**src/rtl/txf_pkg.sv**
```systemverilog
// Shared encodings for the transactional response failure classifier.
package txf_pkg;

    // Failure return codes reported by the cache hierarchy.
    typedef enum logic [1:0] {
        CODE_SELF   = 2'd0,
        CODE_REMOTE = 2'd1,
        CODE_OTHER  = 2'd2,
        CODE_RSVD   = 2'd3
    } fail_code_e;

    // Architectural abort causes attached to a fault.
    typedef enum logic [1:0] {
        CAUSE_NONE   = 2'd0,
        CAUSE_SIZE   = 2'd1,
        CAUSE_MEMORY = 2'd2,
        CAUSE_OTHER  = 2'd3
    } abort_cause_e;

    // Verdict of the failure-code decode for one beat.
    typedef struct packed {
        logic         fault;
        abort_cause_e cause;
        logic         unhandled;
        logic         main_fail;
        logic [1:0]   main_code;
    } verdict_t;

endpackage

```
**src/rtl/txf_code_map.sv**
```systemverilog
// Maps a cache failure report on one response beat to an abort verdict.
// Assumes: purely combinational; write-side failures are dropped.
module txf_code_map
    import txf_pkg::*;
(
    input  logic       is_write,
    input  logic       fail,
    input  logic [1:0] code,
    input  logic       last_part,
    output verdict_t   verdict
);

    logic read_fail;

    // A failure only matters when it arrives on a read.
    always_comb read_fail = fail & ~is_write;

    // Decode the return code into a cause or an unhandled error.
    always_comb begin
        verdict           = '0;
        verdict.cause     = CAUSE_NONE;
        if (read_fail) begin
            unique case (fail_code_e'(code))
                CODE_SELF:   begin verdict.fault = 1'b1; verdict.cause = CAUSE_SIZE;   end
                CODE_REMOTE: begin verdict.fault = 1'b1; verdict.cause = CAUSE_MEMORY; end
                CODE_OTHER:  begin verdict.fault = 1'b1; verdict.cause = CAUSE_OTHER;  end
                default:     verdict.unhandled = 1'b1;
            endcase
            if (last_part) begin
                verdict.main_fail = 1'b1;
                verdict.main_code = code;
            end
        end
    end

endmodule

```
**src/rtl/txf_id_check.sv**
```systemverilog
// Checks that a transactional response belongs to the issuing instruction.
// Assumes: squashed instructions and non-transactional beats are exempt.
module txf_id_check #(
    parameter int IDW = 16
) (
    input  logic           txn,
    input  logic           squashed,
    input  logic [IDW-1:0] rsp_id,
    input  logic [IDW-1:0] inst_id,
    output logic           mismatch
);

    // Flag a live transactional beat whose IDs disagree.
    always_comb mismatch = txn & ~squashed & (rsp_id != inst_id);

endmodule

```
**src/rtl/txf_out_stage.sv**
```systemverilog
// One-entry registered output stage with valid/ready on both sides.
// Assumes: a new beat may enter in the same cycle the held one leaves.
module txf_out_stage #(
    parameter int W = 8
) (
    input  logic         clk,
    input  logic         rst_n,
    input  logic         in_valid,
    output logic         in_ready,
    input  logic [W-1:0] in_data,
    output logic         out_valid,
    input  logic         out_ready,
    output logic [W-1:0] out_data
);

    // The slot is free when empty or when it drains this cycle.
    always_comb in_ready = ~out_valid | out_ready;

    // Load the slot on each edge it is free; hold it otherwise.
    always_ff @(posedge clk) begin
        if (!rst_n) begin
            out_valid <= 1'b0;
            out_data  <= '0;
        end else if (in_ready) begin
            out_valid <= in_valid;
            if (in_valid) out_data <= in_data;
        end
    end

endmodule

```
**src/rtl/txf_classifier.sv**
```systemverilog
// Top: classifies memory responses for transactional failures and
// registers the verdict behind a valid/ready handshake.
// Assumes: one beat per cycle at most; verdict latency is one cycle.
module txf_classifier
    import txf_pkg::*;
#(
    parameter int IDW = 16
) (
    input  logic           clk,
    input  logic           rst_n,
    input  logic           in_valid,
    output logic           in_ready,
    input  logic           in_is_write,
    input  logic           in_txn,
    input  logic [IDW-1:0] in_rsp_id,
    input  logic           in_fail,
    input  logic [1:0]     in_fail_code,
    input  logic           in_last_part,
    input  logic           in_squashed,
    input  logic [IDW-1:0] in_inst_id,
    output logic           out_valid,
    input  logic           out_ready,
    output logic           out_fault,
    output logic [1:0]     out_cause,
    output logic [IDW-1:0] out_fault_id,
    output logic           out_id_err,
    output logic           out_unhandled,
    output logic           out_main_fail,
    output logic [1:0]     out_main_code
);

    localparam int PW = IDW + 8;

    verdict_t       verdict;
    logic           id_err;
    logic [IDW-1:0] fault_id;
    logic [PW-1:0]  pack_in;
    logic [PW-1:0]  pack_out;

    txf_code_map u_map (
        .is_write  (in_is_write),
        .fail      (in_fail),
        .code      (in_fail_code),
        .last_part (in_last_part),
        .verdict   (verdict)
    );

    txf_id_check #(.IDW(IDW)) u_idchk (
        .txn      (in_txn),
        .squashed (in_squashed),
        .rsp_id   (in_rsp_id),
        .inst_id  (in_inst_id),
        .mismatch (id_err)
    );

    // The fault carries the instruction's transaction ID, else zero.
    always_comb fault_id = verdict.fault ? in_inst_id : '0;

    // Pack the verdict for the register stage.
    always_comb pack_in = {verdict.main_code, verdict.main_fail, verdict.unhandled,
                           id_err, fault_id, verdict.cause, verdict.fault};

    txf_out_stage #(.W(PW)) u_stage (
        .clk       (clk),
        .rst_n     (rst_n),
        .in_valid  (in_valid),
        .in_ready  (in_ready),
        .in_data   (pack_in),
        .out_valid (out_valid),
        .out_ready (out_ready),
        .out_data  (pack_out)
    );

    // Unpack the registered verdict onto the ports.
    always_comb begin
        out_fault     = pack_out[0];
        out_cause     = pack_out[2:1];
        out_fault_id  = pack_out[IDW+2:3];
        out_id_err    = pack_out[IDW+3];
        out_unhandled = pack_out[IDW+4];
        out_main_fail = pack_out[IDW+5];
        out_main_code = pack_out[IDW+7:IDW+6];
    end

endmodule

```
**config.mk**
```make
export PLATFORM = sky130hd
export DESIGN_NAME = txf_classifier
export DESIGN_NICKNAME = d
export VERILOG_FILES = /design/src/rtl/txf_pkg.sv /design/src/rtl/txf_code_map.sv /design/src/rtl/txf_id_check.sv /design/src/rtl/txf_out_stage.sv /design/src/rtl/txf_classifier.sv
export SDC_FILE = /design/constraint.sdc
export NUM_CORES = 1
export LEC_CHECK = 0
export CAP_MARGIN = 10
export CORE_UTILIZATION = 41
export CTS_CLUSTER_DIAMETER = 80
export DETAILED_ROUTE_END_ITERATION = 7
export PLACE_DENSITY = 0.85
export SETUP_SLACK_MARGIN = 0.02
export SYNTH_ARGS = -nofsm -noshare
export SYNTH_HDL_FRONTEND = slang
export SYNTH_SLANG_ARGS = --single-unit
```
**constraint.sdc**
```tcl
create_clock -name clk -period 3.5 [get_ports clk]
set_input_delay 0.7 -clock clk [delete_from_list [all_inputs] [get_ports clk]]
set_output_delay 0.7 -clock clk [all_outputs]
set_load 0.05 [all_outputs]
```
==> flow_summary.json <==
{
  "status": "complete, no violations",
  "yosysSeqAreaShare_pct": 41.1,
  "dieArea_mm2": 0.00319,
  "htreeDepth": 1,
  "syn2layout_area_growth_pct": 56.0,
  "endpoint_kind": "primary output",
  "cts_buffers": 3,
  "setup_viol": 0,
  "ant_nets": 0,
  "fin_crit_ns": 2.80,
  "slew_viol_final": 0,
  "gp_congestion": 0.757,
  "die_h_um": 56.5,
  "final_util_pct": 68.3,
  "layout.nets": 234,
  "met3_usage_pct": 5.30,
  "syn-cell-area_mm2": 0.00122,
  "syn-num-nets": 168,
  "holdWs_ns": 0.474,
  "dp_hpwl_um": 2310,
  "hold-path-endpoint": "u_stage.out_data[20]$_SDFFE_PN0P_",
  "path_common_cell": "clkdlybuf4s50_1",
  "drt_iter0_drc": 25,
  "worstPathRequired_ns": 2.80,
  "finalWirelength_um": 3070,
  "min_path_cells": 2,
  "cap_violations": 0,
  "hp-start": "u_stage.out_data[20]$_SDFFE_PN0P_",
  "critPathLaunchType": "input pin",
  "power_w": 0.000578,
  "cts_buffer_depth": 2,
  "hold_violations": 0,
  "yosys_warnings": 0,
  "antenna_found_initial": 0,
  "tns_ns": 0,
  "grt_start_max_net_pins": 27,
  "finalCritPeriodShare_pct": 79.9,
  "synth.avg_cell_area_um2": 10.1,
  "drc": 0,
  "p_per_area_mw_per_mm2": 304,
  "maxSlewHeadroom_pct": 45.6,
  "final_cell_mix": "clkdlybuf4s50_1 (68), dfxtp_1 (25), nor2b_1 (17)",
  "r2r_setup_slack_ns": 1.99,
  "slowest_stage": "clkdlybuf4s50_1",
  "rsz0062_at_grt": "no",
  "r2r_start": "u_stage.out_valid$_SDFFE_PN0N_",
  "arrival_ns": 2.10,
  "critical_path_class": "input pin to primary output",
  "grt.busiest_layer": "met2",
  "die_x_um": 56.5,
  "cts_tree": "done",
  "grtUsageMet1_pct": 23.8,
  "final_common_cell": "clkdlybuf4s50_1",
  "p_leak_nw": 0.644,
  "finClkSkew_ns": 0.00637,
  "grt_use_total_pct": 20.4,
  "clk_latency_ns": 0.33,
  "rows": 19,
  "drtPass1Iterations": 4,
  "grt.overflow.total": 0,
  "diodes": 0,
  "cts.sinks": 25,
  "port-buffer-count": 68,
  "path_clk_slew_ns": 0.13,
  "hold_path_class": "flop to flop",
  "cts_resized": 0,
  "synthCells": 121,
  "crit_path_max_fanout": 5,
  "wl_per_cell_um": 14.1,
  "core_area_mm2": 0.00278,
  "ios": 69,
  "r2r_end": "u_stage.out_data[16]$_SDFFE_PN0P_",
  "start_util_pct": 43.8,
  "timing.fmax_mhz": 358,
  "ys_ff_latch": 25,
  "grt_pass1_wl_um": 5160,
  "ctsRootBufferMaster": "clkbuf_4",
  "worst_pin_slew_ns": 0.814,
  "post_cts_buffers": 0,
  "cp_cell_sequence": "clkdlybuf4s50_1 -> nand2b_4 -> clkdlybuf4s50_1",
  "grt_util_met2_pct": 35.0,
  "grt_pass1_vias": 1176,
  "reg2reg_depth": 4,
  "ir_drop_mv": 0.220,
  "viasPerCell": 5.11,
  "cp_slowest_stage_delay_ns": 0.80,
  "vias": 1109,
  "drive_above_1_share_pct": 4.84,
  "cts_hold_buf": 0,
  "ys_types": 25
}
per-layer routing:
metal,vias up,share of wire (%)
met5,-,0
met4,0,2.3
met3,9,5.8
met2,37,50
met1,512,42
li1,551,-
flip-flops by register name (all words and copies together) (netlist names):
name and flops:
u_stage.out_data 24, u_stage.out_valid 1
cells in the mapped netlist, drive strengths merged:
library cell / number / share of area [%]
a21boi: 7 / 4.6
clkbuf: 4 / 2.1
buf: 3 / 3.5
o21ai: 2 / 1.1
a21oi: 1 / 0.41
dfxtp: 25 / 41
ha: 4 / 4.1
and2: 1 / 0.51
nand2b: 1 / 1.1
nand4: 6 / 3.1
nor4: 1 / 0.51
and4b: 1 / 0.82
nand2: 7 / 2.2
nor2b: 18 / 9.9
nand3: 4 / 1.6
a22oi: 16 / 10
inv: 3 / 0.92
nand4b: 1 / 0.72
xnor2: 16 / 11
cell families (layout without fill, tap and decap cells):
family | Yosys count | after routing | share of synthesized area [%]
AOI/OAI and AO/OA | 26 | 26 | 16.4
and+or+nand+nor | 40 | 40 | 20.4
DFF | 25 | 25 | 41.1
adders and majority gates | 4 | 4 | 4.11
xor gates and xnor gates | 16 | 16 | 11.5
buffers and inverters | 10 | 75 | 6.47
critical path: cells and delay by family:
family | cells | cell delay, ns
simple gates | 1 | 0.13
buf+inv | 2 | 1.26
worst max path at each step:
stage | start | endpoint | slack (ns) | cells after the start
floorplan | out_ready | u_stage.out_data[13]$_SDFFE_PN0P_ | 1.80 | 6
global placement | out_ready | in_ready | 0.72 | 3
detailed placement | out_ready | in_ready | 0.70 | 3
CTS | out_ready | in_ready | 0.70 | 3
global route | out_ready | in_ready | 0.68 | 3
finish | out_ready | in_ready | 0.70 | 3
cell type report:
type | instances | area (um^2)
tap | 31 | 38.8
inverter | 3 | 11.3
sequential | 25 | 500
timing repair buffer | 68 | 681
fill | 212 | 881
multi-input combinational | 86 | 639
clock inverter | 1 | 7.51
clock buffer | 3 | 22.5
metrics by stage:
step / area (um^2) / setup slack, ns / cells
4_1_cts: 1900 / 0.700 / 217
6_report: 1900 / 0.703 / 217
3_3_place_gp: 1870 / 0.723 / 213
2_1_floorplan: 1220 / 1.80 / 121
3_5_place_dp: 1870 / 0.704 / 213
5_1_grt: 1900 / 0.681 / 217
report_power, final:
group / internal [W] / switching [W]
Combinational: 0.0000784 / 0.0000694
Sequential: 0.000291 / 0.00000378
Clock: 0.0000438 / 0.0000914
Total: 0.000414 / 0.000165
No activity file was read; power rests on OpenSTA's default activity.
